--- config.mk ---
export PLATFORM = sky130hd
export DESIGN_NAME = memWidthAdapter
export DESIGN_NICKNAME = d
export VERILOG_FILES = /design/src/rtl/memAdaptPkg.sv /design/src/rtl/memAdaptCtrl.sv /design/src/rtl/memAdaptPath.sv /design/src/rtl/memWidthAdapter.sv
export SDC_FILE = /design/constraint.sdc
export NUM_CORES = 1
export LEC_CHECK = 0
export BUFFER_PORTS_ARGS = -buffer_cell sky130_fd_sc_hd__buf_4
export CORE_MARGIN = 2
export CORE_UTILIZATION = 26
export CTS_BUF_LIST = sky130_fd_sc_hd__clkbuf_2 sky130_fd_sc_hd__clkbuf_4 sky130_fd_sc_hd__clkbuf_8
export CTS_CLUSTER_DIAMETER = 60
export CTS_CLUSTER_SIZE = 14
export DETAILED_ROUTE_END_ITERATION = 8
export PLACE_DENSITY = 0.46
export SETUP_SLACK_MARGIN = 0.2
export SYNTH_ARGS = -nofsm -noshare
export SYNTH_HDL_FRONTEND = slang
export SYNTH_HIERARCHICAL = 1
export SYNTH_SLANG_ARGS = --single-unit
--- constraint.sdc ---
create_clock -name clk -period 4.53 [get_ports clk]
set_input_delay 0.453 -clock clk [delete_from_list [all_inputs] [get_ports clk]]
set_output_delay 0.453 -clock clk [all_outputs]
set_load 0.01 [all_outputs]
--- src/rtl/memAdaptPkg.sv ---
package memAdaptPkg;
  localparam int BUS_W     = 32;
  localparam int BUS_BYTES = BUS_W / 8;
  localparam int DEV_W     = 16;
  localparam int PART_W    = $clog2(BUS_BYTES);

  typedef enum logic [1:0] {
    SZ_BYTE = 2'd0,
    SZ_HALF = 2'd1,
    SZ_WORD = 2'd2,
    SZ_RSVD = 2'd3
  } reqSize_e;

  typedef struct packed {
    logic              load;
    logic              active;
    logic [PART_W-1:0] partIdx;
  } strobes_t;
endpackage

--- src/rtl/memAdaptCtrl.sv ---
module memAdaptCtrl
  import memAdaptPkg::*;
(
  input  logic     clk,
  input  logic     rstN,
  input  logic     reqValid,
  input  logic     reqIllegal,
  input  logic     lastPart,
  output strobes_t strb,
  output logic     respReady,
  output logic     respError
);
  typedef enum logic [1:0] {ST_IDLE, ST_ACCESS, ST_DONE, ST_ERROR} state_e;

  state_e            state;
  logic [PART_W-1:0] partQ;

  always_ff @(posedge clk) begin
    if (!rstN) begin
      state <= ST_IDLE;
      partQ <= '0;
    end else begin
      unique case (state)
        ST_IDLE: begin
          partQ <= '0;
          if (reqValid) state <= reqIllegal ? ST_ERROR : ST_ACCESS;
        end
        ST_ACCESS: begin
          if (lastPart) state <= ST_DONE;
          else          partQ <= partQ + 1'b1;
        end
        default: state <= ST_IDLE;
      endcase
    end
  end

  always_comb begin
    strb.load    = (state == ST_IDLE) && reqValid;
    strb.active  = (state == ST_ACCESS);
    strb.partIdx = partQ;
    respReady    = (state == ST_DONE) || (state == ST_ERROR);
    respError    = (state == ST_ERROR);
  end

  // each non-final part is followed by the next part index
  a_r3_part_advance: assert property (@(posedge clk) disable iff (!rstN)
    (state == ST_ACCESS && !lastPart) |=> (state == ST_ACCESS && partQ == $past(partQ) + 1'b1));

  // an error response lasts one cycle and returns to idle
  a_r9_err_single: assert property (@(posedge clk) disable iff (!rstN)
    (state == ST_ERROR) |=> (state == ST_IDLE));
endmodule

--- src/rtl/memAdaptPath.sv ---
module memAdaptPath
  import memAdaptPkg::*;
#(
  parameter int ADDR_W = 16
) (
  input  logic              clk,
  input  logic              rstN,
  input  strobes_t          strb,
  input  logic              cfgDev16,
  input  logic              cfgByteSel,
  input  logic              reqWrite,
  input  logic [1:0]        reqSize,
  input  logic [ADDR_W-1:0] reqAddr,
  input  logic [BUS_W-1:0]  reqWdata,
  output logic              reqIllegal,
  output logic              lastPart,
  output logic [BUS_W-1:0]  respRdata,
  output logic [ADDR_W-1:0] memAddr,
  output logic [DEV_W-1:0]  memWdata,
  input  logic [DEV_W-1:0]  memRdata,
  output logic [1:0]        memLaneN,
  output logic              memCsN,
  output logic              memWeN,
  output logic              memOeN
);
  localparam int DEV_BYTES = DEV_W / 8;

  logic              lWrite, lDev16, lBsel;
  logic [1:0]        lSize;
  logic [ADDR_W-1:0] lAddr;
  logic [BUS_W-1:0]  lWdata;
  logic [BUS_W-1:0]  acc;

  // Request decode on live inputs, used at acceptance
  always_comb begin
    unique case (reqSize)
      SZ_BYTE: reqIllegal = reqWrite && cfgDev16 && !cfgByteSel;
      SZ_HALF: reqIllegal = reqAddr[0];
      SZ_WORD: reqIllegal = |reqAddr[1:0];
      default: reqIllegal = 1'b1;
    endcase
  end

  always_ff @(posedge clk) begin
    if (!rstN) begin
      lWrite <= 1'b0;
      lDev16 <= 1'b0;
      lBsel  <= 1'b0;
      lSize  <= '0;
      lAddr  <= '0;
      lWdata <= '0;
    end else if (strb.load) begin
      lWrite <= reqWrite;
      lDev16 <= cfgDev16;
      lBsel  <= cfgByteSel;
      lSize  <= reqSize;
      lAddr  <= reqAddr;
      lWdata <= reqWdata;
    end
  end

  // Number of parts from latched request
  logic [PART_W:0] numParts;
  always_comb begin
    if (lDev16) numParts = (lSize == SZ_WORD) ? (PART_W+1)'(BUS_BYTES / DEV_BYTES) : (PART_W+1)'(1);
    else if (lSize == SZ_WORD) numParts = (PART_W+1)'(BUS_BYTES);
    else if (lSize == SZ_HALF) numParts = (PART_W+1)'(2);
    else numParts = (PART_W+1)'(1);
  end
  assign lastPart = ({1'b0, strb.partIdx} == numParts - 1'b1);

  // Address generation
  logic [ADDR_W-1:0] baseAddr;
  logic [ADDR_W-1:0] partOffset;
  always_comb begin
    baseAddr   = lDev16 ? {lAddr[ADDR_W-1:1], 1'b0} : lAddr;
    partOffset = ADDR_W'(strb.partIdx) << lDev16;
    memAddr    = baseAddr + partOffset;
  end

  // Write data and lane selects
  logic narrowLane;
  assign narrowLane = lDev16 && lBsel && (lSize == SZ_BYTE);

  always_comb begin
    if (!lDev16)              memWdata = {8'h00, lWdata[8*strb.partIdx +: 8]};
    else if (lSize == SZ_BYTE) memWdata = {lWdata[7:0], lWdata[7:0]};
    else                      memWdata = lWdata[16*strb.partIdx[0] +: 16];

    if (!strb.active)   memLaneN = 2'b11;
    else if (!lDev16)   memLaneN = 2'b10;
    else if (narrowLane) memLaneN = lAddr[0] ? 2'b01 : 2'b10;
    else                memLaneN = 2'b00;

    memCsN = !strb.active;
    memWeN = !(strb.active && lWrite);
    memOeN = !(strb.active && !lWrite);
  end

  // Per-byte read capture into the response register
  for (genvar b = 0; b < BUS_BYTES; b++) begin : g_cap
    logic       hit;
    logic [7:0] src;
    always_comb begin
      if (!lDev16) begin
        hit = (strb.partIdx == PART_W'(b));
        src = memRdata[7:0];
      end else if (lSize == SZ_BYTE) begin
        hit = (b == 0);
        src = lAddr[0] ? memRdata[15:8] : memRdata[7:0];
      end else begin
        hit = (strb.partIdx[0] == 1'((b / DEV_BYTES) % 2));
        src = memRdata[8*(b % DEV_BYTES) +: 8];
      end
    end
    always_ff @(posedge clk) begin
      if (!rstN || strb.load) acc[8*b +: 8] <= 8'h00;
      else if (strb.active && !lWrite && hit) acc[8*b +: 8] <= src;
    end
  end

  assign respRdata = acc;

  // address steps by the device width between parts
  a_r3_addr_step: assert property (@(posedge clk) disable iff (!rstN)
    (strb.active && $past(strb.active) && strb.partIdx != '0)
      |-> (memAddr == $past(memAddr) + (lDev16 ? ADDR_W'(2) : ADDR_W'(1))));

  // at most one lane disabled-pattern while active, never both off
  a_r5_lane_live: assert property (@(posedge clk) disable iff (!rstN)
    strb.active |-> (memLaneN != 2'b11));
endmodule

--- src/rtl/memWidthAdapter.sv ---
module memWidthAdapter
  import memAdaptPkg::*;
#(
  parameter int ADDR_W = 16
) (
  input  logic              clk,
  input  logic              rstN,
  input  logic              cfgDev16,
  input  logic              cfgByteSel,
  input  logic              reqValid,
  input  logic              reqWrite,
  input  logic [1:0]        reqSize,
  input  logic [ADDR_W-1:0] reqAddr,
  input  logic [31:0]       reqWdata,
  output logic              respReady,
  output logic              respError,
  output logic [31:0]       respRdata,
  output logic [ADDR_W-1:0] memAddr,
  output logic [15:0]       memWdata,
  input  logic [15:0]       memRdata,
  output logic [1:0]        memLaneN,
  output logic              memCsN,
  output logic              memWeN,
  output logic              memOeN
);
  strobes_t strb;
  logic     reqIllegal, lastPart;

  memAdaptCtrl u_ctrl (
    .clk        (clk),
    .rstN       (rstN),
    .reqValid   (reqValid),
    .reqIllegal (reqIllegal),
    .lastPart   (lastPart),
    .strb       (strb),
    .respReady  (respReady),
    .respError  (respError)
  );

  memAdaptPath #(.ADDR_W(ADDR_W)) u_path (
    .clk        (clk),
    .rstN       (rstN),
    .strb       (strb),
    .cfgDev16   (cfgDev16),
    .cfgByteSel (cfgByteSel),
    .reqWrite   (reqWrite),
    .reqSize    (reqSize),
    .reqAddr    (reqAddr),
    .reqWdata   (reqWdata),
    .reqIllegal (reqIllegal),
    .lastPart   (lastPart),
    .respRdata  (respRdata),
    .memAddr    (memAddr),
    .memWdata   (memWdata),
    .memRdata   (memRdata),
    .memLaneN   (memLaneN),
    .memCsN     (memCsN),
    .memWeN     (memWeN),
    .memOeN     (memOeN)
  );

  // write and read strobes never overlap, and stay off without select
  a_r10_strobe_excl: assert property (@(posedge clk) disable iff (!rstN)
    !(!memWeN && !memOeN));
  a_r10_idle_quiet: assert property (@(posedge clk) disable iff (!rstN)
    memCsN |-> (memWeN && memOeN));

  // completion is a single-cycle pulse
  a_r4_ready_pulse: assert property (@(posedge clk) disable iff (!rstN)
    respReady |=> !respReady);

  // an error response follows a cycle with no access
  a_r6_err_no_access: assert property (@(posedge clk) disable iff (!rstN)
    respError |-> (memCsN && $past(memCsN)));
endmodule

======== Word level (Yosys, flattened, before mapping) ========
Index checks and enable logic that the tools add are counted.
storage, ports and cells
  flip-flop bits (word level) ............. 89
  input bits .............................. 72
  output and inout bits ................... 71
  word-level logic and storage cells ...... 90
cells by class
  $add $sub $neg .......................... 3
  eq/ne operators ......................... 14
  shifts and indexed selects .............. 3
  mux-type cells .......................... 30
  bitwise logic cells ..................... 1
  reduce and logical (&&, ||, !) cells .... 27
operator list
  operator             number
  $mux 8               5
  $mux 16              2
  $shiftx 32x6->16     1
  $shiftx 32x6->8      1
  $mux 2               10
  $add 16x16->16       1
  $shl 2x1->16         1
  $eq 2x2->1 const B   6
  $logic_and 1x1->1    11
  $eq 2x1->1 const B   4
  $logic_not 2->1      4
  $mux 1               8
  $pmux 2 s2           2
  $logic_not 1->1      6
  $mux 3               2
  $ne 2x2->1 const B   3
  $reduce_and 2->1     2
  $eq 2x3->1           1
  $pmux 1 s3           1
  $sub 3x1->3 const B  1
  $add 2x1->2 const B  1
  $logic_or 1x1->1     2
  $reduce_bool 2->1    1
  $reduce_or 2->1      1
  $not 1->1            1

======== Longest topological paths before layout ========
Gate-level depths: netlist of run 1.
  depth after elaboration ................. 8
  mapped depth ............................ 10
  mapped depth without buffers ............ 10

======== Modules after synthesis ========
The synthesis of run 1 kept the hierarchy.
by module, submodules not included
  module        instances  cells each  area an instance (µm²)  sequential area each (µm²)
  memAdaptPath  1          447         4,411.7                 1,701.6
  memAdaptCtrl  1          27          229.0                   80.1

======== Least setup slack after synthesis of run 1 ========
OpenSTA, ideal clock, no wires.
  kind .................................... reg2out
  start ................................... reg u_ctrl.partQ[0]
  end ..................................... out memAddr[15]
  data arrival time ....................... 2,334 ps
  required time ........................... 4,077 ps
  setup slack ............................. 1,743 ps
  stages on the path, launching flop included .. 10
  buffers on the path ..................... 2
  cell sequence ........................... dfxtp_1 > buf_2 > buf_2 > mux2i_1 > inv_1 > ha_1 > a21oi_1 > a211oi_1 > nand4_1 > xnor2_1
between the ends
  cells in the longest elaborated chain, start to end .. 2
ends and longest elaborated chain
  element                 line                   text
  from (decl)             memAdaptCtrl.sv:16     logic [PART_W-1:0] partQ;
  from (signal assigned)  memAdaptCtrl.sv:30     else partQ <= partQ + 1'b1;
  $shl 2x1->16            memAdaptPath.sv:77     partOffset = ADDR_W'(strb.partIdx) << lDev16;
  $add 16x16->16          memAdaptPath.sv:78     memAddr = baseAddr + partOffset;
  to (decl)               memWidthAdapter.sv:18  output logic [ADDR_W-1:0] memAddr,
Every way passes these cells.

======== Worst setup path after layout of run 1 ========
  start ................................... reg u_ctrl.partQ[0]
  end ..................................... out memAddr[6]
The elaborated chain is that of the path after synthesis.

==> results.json, run 1 <==
{
  "outcome": "complete, no violations",
  "avgRoutedWirePerCell_um": 16.0,
  "die_h_um": 138,
  "crit_path_max_fanout": 28,
  "cpMostUsedCell": "inv_1",
  "min_period_over_period": 0.768,
  "initial_utilization": 0.267,
  "cts_buffers": 9,
  "syn_inst": 474,
  "ys_seq_area_frac": 0.384,
  "diodes": 0,
  "ir_drop_mv": 0.116,
  "dp_cells": 815,
  "setup_viol": 0,
  "met2_usage": 0.229,
  "drt-vias-per-instance": 4.61,
  "drive_above_1_share": 0.318,
  "clockBufferDepth": 2,
  "synth-edff-count": 0,
  "r2r_slack_ns": 1.69,
  "tightest_slew_ns": 1.01,
  "dp.final_hpwl_um": 9810,
  "grt.overflow.total": 0,
  "timing.critical_path.to_type": "output port",
  "syn_area_per_cell_um2": 9.79,
  "grt.total_usage": 0.141,
  "busiest_layer": "met2",
  "grt_max_degree": 59,
  "antenna_found_initial": 0,
  "globalplace.congestion": 0.776,
  "power.leakage_uw": 0.00250,
  "fin_ws_ns": 1.05,
  "crit_slowest_cell": "dfxtp_2",
  "p_total_uw": 2070,
  "dieWidth_um": 138,
  "cp_cell_sequence": "inv_1 -> nor2_1 -> ha_1 -> inv_1 -> fa_1 -> inv_1 -> a21o_1 -> nand4_1 -> xnor2_1 -> buf_4",
  "wl_um": 13300,
  "clkSlewWorstSetupHoldPaths_ns": 0.09,
  "grt_pass1_vias": 3927,
  "post-place-ws_ns": 1.39,
  "port_buffers": 142,
  "clkLatencyLatePin_ns": 0.37,
  "finalClockSkew_ns": 0.00952,
  "place_area_um2": 5880,
  "p_per_area_nw_per_um2": 337,
  "hold_path_class": "in2reg",
  "via_count": 3834,
  "io_pins": 143,
  "final_cell_area_um2": 6120,
  "setup-tns-final_ns": 0,
  "met1_usage": 0.167,
  "syn2layout_area_growth_pct": 31.9,
  "htreeDepth": 3,
  "cts_resized": 0,
  "maxSlewViolCount": 0,
  "drv_cap": 0,
  "dr.pass1.iters": 6,
  "rsz0062_at_grt": "no",
  "critPathMaxStageDelay_ns": 0.83,
  "slew_headroom": 0.325,
  "clock.fmax_ghz": 0.287,
  "grt_first_pass_wirelength_um": 20400,
  "hold_buffers": 0,
  "cts_tree": "built",
  "hold_viol": 0,
  "ys_warn_count": 6,
  "ant_nets": 0,
  "core-area_um2": 17400,
  "crit_arrival_ns": 3.03,
  "post-cts-setup-buffers": 0,
  "synth-seq-cells": 89,
  "clock_sinks": 89,
  "use_met3": 0.0655,
  "fin_cells": 831,
  "min_path_cells": 3,
  "worstSetupStartpointType": "register",
  "remaining_drc_errors": 0,
  "timing.critical_path.required_ns": 4.08,
  "num_rows": 48,
  "worstRegToRegCells": 9,
  "syn_nets": 554,
  "synthFlopType": "dfxtp_1",
  "finalCriticalPeriod_ns": 3.48,
  "post_synth_num_cell_types": 46,
  "ys_async_sr_fraction": 0,
  "synth_area_um2": 4640,
  "criticalPathCategory": "reg2out",
  "drtIter0Drc": 87,
  "nets": 681,
  "cts_root_buffer": "clkbuf_8",
  "dieArea_um2": 18900
}
## report_power, final
part / switching [uW] / internal, uW / leakage [uW]
sequential: 67.0 / 839 / 0.000727
clock: 288 / 373 / 0.000126
combinational: 246 / 252 / 0.00165
## worst paths after layout
kind,start,to
worst min-delay path,reqWdata[31],u_path/lWdata[31]
worst max register to register,u_path/lDev16,u_ctrl/partQ[1]
worst min register to register,u_path/respRdata[28],u_path/respRdata[28]
worst max-delay path,u_ctrl/partQ[0],memAddr[6]
## cell usage after synthesis (4+ instances only)
master    number  share of area
nor2_1        29          0.023
buf_2         11          0.012
a311oi_1       8          0.015
mux2i_1       88           0.19
a211oi_1      23          0.037
o21ai_1       10          0.011
mux4_2         8          0.039
nor2b_1       55          0.074
ha_1           7          0.019
dfxtp_1       89           0.38
nand4_1        4         0.0054
inv_2          4         0.0032
xnor2_1       13          0.025
a21oi_1       20          0.022
clkbuf_1      14          0.011
nand2_1       19          0.015
a211oi_2       4          0.011
nand3_1        7         0.0075
o21ai_0        9         0.0097
inv_1         12         0.0097
## worst max-delay path, delay by kind of cell (launching register included)
family / cells / cell delay [ns]
compound gates: 1 / 0.23
xor+xnor: 1 / 0.18
fa+ha+maj: 2 / 0.58
buf+inv: 4 / 0.54
flops: 1 / 0.83
simple gates: 2 / 0.31
## flip-flops by register name, indices dropped and copies added, names as in the netlist
name	cells
u_ctrl/partQ	2
u_ctrl/state	2
u_path/lAddr	16
u_path/lBsel	1
u_path/lDev16	1
u_path/lSize	2
u_path/lWdata	32
u_path/lWrite	1
u_path/respRdata	32
## cell families after synthesis
group | share of synthesized area
flops | 0.384
compound gates | 0.124
fa+ha+maj | 0.0232
xor+xnor | 0.0302
simple gates | 0.162
mux | 0.231
buf+inv | 0.0450
## layout make-up
class,instances,area (um^2)
clock inverters,3,68.8
well taps,225,282
repair buffers,146,1100
flip-flops and latches,89,1780
inverters,16,60.1
multi-input cells,339,2660
fillers,1780,11200
clock buffers,13,179
## stage by stage
step	util	hold WS [ns]
global placement	0.339	0.488
detailed placement	0.339	0.495
floorplan	-	0.483
CTS	0.353	0.307
global route	0.353	0.321
finish	0.353	0.337
## cells in the final DEF (no fill, tap or decap), types with 2 or more instances in the layout
cell / Yosys / final
and2_1: 3 / 3
bufinv_16: 0 / 2
nor2_1: 29 / 29
mux4_2: 8 / 8
xnor2_1: 13 / 13
o21ai_0: 9 / 9
a211oi_2: 4 / 4
nand2b_1: 2 / 2
buf_4: 2 / 146
a311oi_1: 8 / 8
nand3b_1: 2 / 2
mux2i_1: 88 / 88
inv_1: 12 / 12
nor2b_1: 55 / 55
ha_1: 7 / 7
a211oi_1: 23 / 23
nand3_1: 7 / 7
xor2_1: 3 / 3
a21oi_1: 20 / 20
clkbuf_8: 0 / 13
a21oi_2: 2 / 2
nor2_2: 2 / 2
nor3_1: 3 / 3
o21ai_1: 10 / 10
nand4_1: 4 / 4
or3b_1: 3 / 3
nand2_1: 19 / 19
dfxtp_1: 89 / 88
inv_2: 4 / 4
## per-layer routing
metal,routed length [um],up-vias
met5,0,-
met1,5710,1772
li1,-,1925
met3,1310,14
met4,157,0
met2,6110,123
Note: power is estimated with default switching activity, not from simulation.
==> run 2: changes to the inputs <==
- clock period: 4.53 -> 3.51 ns (I/O delays scaled with it)
==> results.json, run 2 (synthesis results as in run 1) <==
{
  "avgRoutedWirePerCell_um": 15.9,
  "min-delay-start": "reqValid",
  "num_rows": 48,
  "remaining_drc_errors": 0,
  "ant_nets": 0,
  "clkLatencyLatePin_ns": 0.36,
  "cts_resized": 0,
  "hold_viol": 0,
  "port_buffers": 142,
  "core-area_um2": 17400,
  "setup-tns-final_ns": 0,
  "grt_max_degree": 59,
  "outcome": "complete, no violations",
  "initial_utilization": 0.267,
  "clock_sinks": 89,
  "via_count": 3788,
  "hold_path_class": "in2reg",
  "holdPathEnd": "u_ctrl/state[0]",
  "antenna_found_initial": 0,
  "tightest_slew_ns": 0.806,
  "combPwrFrac": 0.267,
  "clkPwrFrac": 0.274,
  "clockBufferDepth": 2,
  "grt.total_usage": 0.140,
  "critPathMaxStageDelay_ns": 0.52,
  "maxSlewViolCount": 0,
  "path_buf_inv": 2,
  "r2r_slack_ns": 1.03,
  "htreeDepth": 3,
  "nets": 686,
  "drtIter0Drc": 115,
  "dieWidth_um": 138,
  "p_switching_uw": 781,
  "worstRegToRegCells": 10,
  "cts_buffers": 9,
  "seq_power_share": 0.459,
  "post-cts-setup-buffers": 0,
  "cpMostUsedCell": "buf_4",
  "diodes": 0,
  "dr.pass1.iters": 4,
  "syn2layout_area_growth_pct": 31.3,
  "drv_cap": 0,
  "drive_above_1_share": 0.324,
  "power.leakage_uw": 0.00250,
  "cp_cell_sequence": "buf_4 -> and2_1 -> ha_1 -> a21oi_1 -> a211oi_1 -> nand3_1 -> xnor2_1 -> buf_4",
  "ir_drop_mv": 0.168,
  "cts_tree": "built",
  "clock.fmax_ghz": 0.343,
  "p_per_area_nw_per_um2": 411,
  "min_path_cells": 3,
  "final_common_cell": "buf_4",
  "timing.critical_path.required_ns": 3.16,
  "min_period_over_period": 0.830,
  "wl_um": 13300,
  "critPathTopFamily": "compound AO/OA/AOI/OAI gates",
  "dp.final_hpwl_um": 9880,
  "timing.rr.end": "u_ctrl/partQ[1]",
  "finalCriticalPeriod_ns": 2.91,
  "grt_first_pass_wirelength_um": 20200,
  "criticalPathCategory": "reg2out",
  "grt.overflow.total": 0,
  "crit_path_max_fanout": 24,
  "drt-vias-per-instance": 4.53,
  "r2r-start": "u_path/lDev16",
  "post-place-ws_ns": 1.00,
  "final_cell_area_um2": 6090,
  "place_area_um2": 5910,
  "power.internal_uw": 1730,
  "fin_ws_ns": 0.598,
  "timing.critical_path.to_type": "output port",
  "crit_arrival_ns": 2.56,
  "final_cell_mix": "buf_4, mux2i_1, dfxtp_1",
  "switching_share": 0.311,
  "cts_root_buffer": "clkbuf_8",
  "dieArea_um2": 18900,
  "io_pins": 143,
  "crit_slowest_cell": "a211oi_1",
  "globalplace.congestion": 0.765,
  "clkSlewWorstSetupHoldPaths_ns": 0.09,
  "setup_viol": 0,
  "finalClockSkew_ns": 0.0111,
  "rsz0062_at_grt": "no",
  "die_h_um": 138,
  "n_fill_cell": 1760,
  "worstSetupStartpointType": "register",
  "grt_pass1_vias": 3779,
  "slew_headroom": 0.462,
  "hold_buffers": 0
}
run 2: cell types whose count changed in the layout (fill, tap and decap cells not counted), moves of 2 or more:
cell / previous run / this run
buf_4: 146 / 151
bufinv_16: 2 / 0
clkbuf_8: 13 / 10
clkbuf_4: 0 / 4
run 2: how the worst max path moves through the flow:
stage | start | end | slack [ns] | cells after the start
after CTS | u_path/lDev16 | memAddr[11] | 0.57 | 8
after global placement | u_path/lDev16 | memAddr[15] | 1.04 | 8
after floorplan | u_ctrl/partQ[0] | memAddr[15] | 0.83 | 9
final | u_path/lDev16 | memAddr[11] | 0.60 | 8
after global routing | u_ctrl/partQ[1] | memAddr[15] | 0.43 | 8
after detailed placement | u_path/lDev16 | memAddr[11] | 1.00 | 8
run 2: cell type report:
type / count / area [um^2] / share of cell area
clock inverters: 2 / 13.8 / 0.00226
well taps: 225 / 282 / 0.0462
inverters: 16 / 60.1 / 0.00985
flip-flops and latches: 89 / 1780 / 0.293
multi-input cells: 339 / 2660 / 0.436
clock buffers: 14 / 168 / 0.0275
repair buffers: 151 / 1130 / 0.186
run 2: stage by stage:
step | power, uW | instances | util | hold WS [ns]
floorplan | 1590 | 474 | - | 0.460
global placement | 1840 | 820 | 0.341 | 0.488
detailed placement | 1850 | 820 | 0.341 | 0.497
CTS | 2550 | 836 | 0.351 | 0.217
global route | 2660 | 836 | 0.351 | 0.237
finish | 2510 | 836 | 0.351 | 0.240
run 2: tightest hold or removal path: cells and delay by family:
kind                   cells  cell delay (ns)
buffers and inverters      1             0.09
AND/OR/NAND/NOR            1             0.08
multiplexers               1             0.06
run 2: layer usage:
| metal | share of wire | vias up | wire (um) | track usage |
|---|---|---|---|---|
| li1 | - | 1941 | - | - |
| met1 | 0.45 | 1715 | 5950 | 0.176 |
| met2 | 0.44 | 117 | 5800 | 0.216 |
| met3 | 0.099 | 15 | 1310 | 0.0545 |
| met4 | 0.018 | 0 | 233 | 0.0533 |
| met5 | 0 | - | 0 | 0 |
run 2: power groups by stage:
stage	Combinational, uW	Sequential [uW]	Clock, uW
floorplan	429	1160	0
global placement	670	1180	0
detailed placement	679	1180	0
CTS	680	1150	715
global route	735	1160	758
finish	669	1150	687
==> run 3: changes to the inputs <==
- ABC_AREA: not set -> 1
- PLACE_DENSITY: 0.46 -> 0.47
- clock period: 3.51 -> 2.6 ns (I/O delays scaled with it)
==> results.json, run 3 <==
{
  "grt_max_degree": 58,
  "port_buffers": 142,
  "dp_cells": 1204,
  "fin_util": 0.356,
  "ys_warn_count": 6,
  "timing.critical_path.required_ns": 2.34,
  "post-synth-top-count-cell": "nand2_1",
  "crit_slowest_cell": "dfxtp_4",
  "via_count": 5328,
  "drtIter0Drc": 242,
  "remaining_drc_errors": 0,
  "cp_cell_sequence": "nor2_2 -> ha_4 -> inv_2 -> fa_2 -> inv_2 -> nand2_4 -> a21boi_1 -> buf_4 -> nand3_2 -> nand2_1 -> nand2_1 -> buf_6",
  "timing.critical_path.to_type": "output port",
  "regArea_um2": 1790,
  "synth_commonest_cells": "nand2_1, nor2_1, inv_1, dfxtp_1, o21ai_0",
  "synth_area_um2": 5190,
  "wl_um": 16600,
  "synth_top_area_frac": 0.343,
  "power.leakage_uw": 0.00346,
  "cts_root_buffer": "clkbuf_8",
  "cts_buffers": 9,
  "critPathMaxStageDelay_ns": 0.40,
  "finalCriticalPeriod_ns": 2.46,
  "avgRoutedWirePerCell_um": 13.5,
  "clkLatencyLatePin_ns": 0.39,
  "drive_above_1_share": 0.265,
  "hold_path_class": "in2reg",
  "min_period_over_period": 0.945,
  "grt.overflow.total": 0,
  "clock_sinks": 89,
  "initial_utilization": 0.266,
  "dr.pass1.iters": 5,
  "final_common_cell": "nand2_1",
  "htreeDepth": 3,
  "cts_tree": "built",
  "criticalPathCategory": "reg2out",
  "ir_drop_mv": 0.241,
  "p_per_area_nw_per_um2": 594,
  "setup_viol": 0,
  "syn_area_per_cell_um2": 6.37,
  "nets": 1037,
  "drv_cap": 0,
  "grt.total_usage": 0.157,
  "worstSetupStartpointType": "register",
  "crit_arrival_ns": 2.20,
  "synthFlopType": "dfxtp_1",
  "ys_seq_area_frac": 0.343,
  "fin_ws_ns": 0.144,
  "clkSlewWorstSetupHoldPaths_ns": 0.11,
  "synth_top_cell_by_area": "dfxtp_1",
  "fin_cells": 1227,
  "rsz0062_at_grt": "yes",
  "die_h_um": 145,
  "diodes": 0,
  "num_rows": 51,
  "grt_first_pass_wirelength_um": 26600,
  "tightest_slew_ns": 0.604,
  "ys_async_sr_fraction": 0,
  "ant_nets": 0,
  "outcome": "complete, no violations",
  "dieArea_um2": 21100,
  "synthTopCellsByArea": "dfxtp_1, nand2_1, nor2_1",
  "syn_nets": 895,
  "n_fill_cell": 2206,
  "crit_path_max_fanout": 6,
  "clockBufferDepth": 2,
  "multi_input_area_um2": 2830,
  "synth-edff-count": 0,
  "dp.final_hpwl_um": 12400,
  "io_pins": 143,
  "syn2layout_area_growth_pct": 33.9,
  "drt-vias-per-instance": 4.34,
  "post_synth_num_cell_types": 37,
  "slew_headroom": 0.597,
  "final_cell_area_um2": 6940,
  "post-place-ws_ns": 0.0933,
  "clock.fmax_ghz": 0.407,
  "synth-seq-cells": 89,
  "place_area_um2": 6510,
  "maxSlewViolCount": 0,
  "finalClockSkew_ns": 0.0198,
  "syn_inst": 815,
  "final_cell_mix": "nand2_1, buf_4, nor2_1",
  "grt_pass1_vias": 5239,
  "core-area_um2": 19500,
  "dieWidth_um": 145,
  "antenna_found_initial": 0,
  "hold_viol": 0,
  "globalplace.congestion": 0.773
}
[run 3: changes by cell type after synthesis, moves of 10 or more]
cell      change
nor2_1      +103
a21oi_1      +13
o21ai_0      +75
xnor2_1      -10
mux2i_1      -88
inv_1       +100
nand2_1     +193
nand3_1      +17
nor2b_1      -55
a211oi_1     -23
[run 3: power breakdown]
part           switching (uW)  leakage, uW  internal, uW
combinational             874      0.00262           593
clock                     558     0.000107           471
sequential                117     0.000732          1520
[run 3: cell families (layout without fill, tap and decap cells)]
family	Yosys count	count (layout)	synth area share
AND/OR/NAND/NOR	411	411	0.342
buffers and inverters	160	307	0.137
AO/OA/AOI/OAI	138	138	0.142
flip-flops	89	89	0.343
XOR/XNOR	9	9	0.0152
adder cells (fa/ha/maj)	8	8	0.0207
[run 3: layer usage]
layer  vias up  track usage  routed length [um]
met5         -            0                   0
met2       119        0.257                7540
met4         0       0.0422                 214
met3        17       0.0374                 852
met1      2380        0.207                8010
li1       2812            -                   -
[run 3: area by class of cell]
class	instances	area share
clock buffers	10	0.0189
clock inverters	6	0.0105
inverters	121	0.0681
multi-input cells	566	0.408
flip-flops and latches	89	0.257
well taps	265	0.0477
repair buffers	170	0.189
[run 3: critical path: cells and delay by family (launching register included)]
kind | cells | cell delay [ns]
adder cells (fa/ha/maj) | 2 | 0.50
flip-flops | 1 | 0.40
buffers and inverters | 4 | 0.39
AND/OR/NAND/NOR | 5 | 0.38
AO/OA/AOI/OAI | 1 | 0.13
[run 3: repair_timing]
item,CTS,global route
cloned,0,0
buffers inserted,7,0
gates resized for setup,29,22
endpoints found under the setup margin,22,21
hold buffers,0,0
pin swaps,10,12
[run 3: per-stage QoR]
step / TNS (ns) / hold slack (ns) / total power [uW]
CTS: 0 / 0.0718 / 4160
detailed placement: 0 / 0.476 / 3070
floorplan: 0 / 0.377 / 2510
finish: 0 / 0.0953 / 4130
global route: -0.0108 / 0.0716 / 4430
global placement: 0 / 0.466 / 3070
[run 3: worst paths after layout]
path	from	to	slack (ns)	cells after the start
worst max register to register	u_path/lDev16	u_ctrl/partQ[0]	0.44	12
worst min-delay path	reqAddr[3]	u_path/lAddr[3]	0.1	3
worst min register to register	u_path/lWdata[9]	u_path/lWdata[9]	0.49	2
worst max-delay path	u_path/lDev16	memAddr[12]	0.14	12
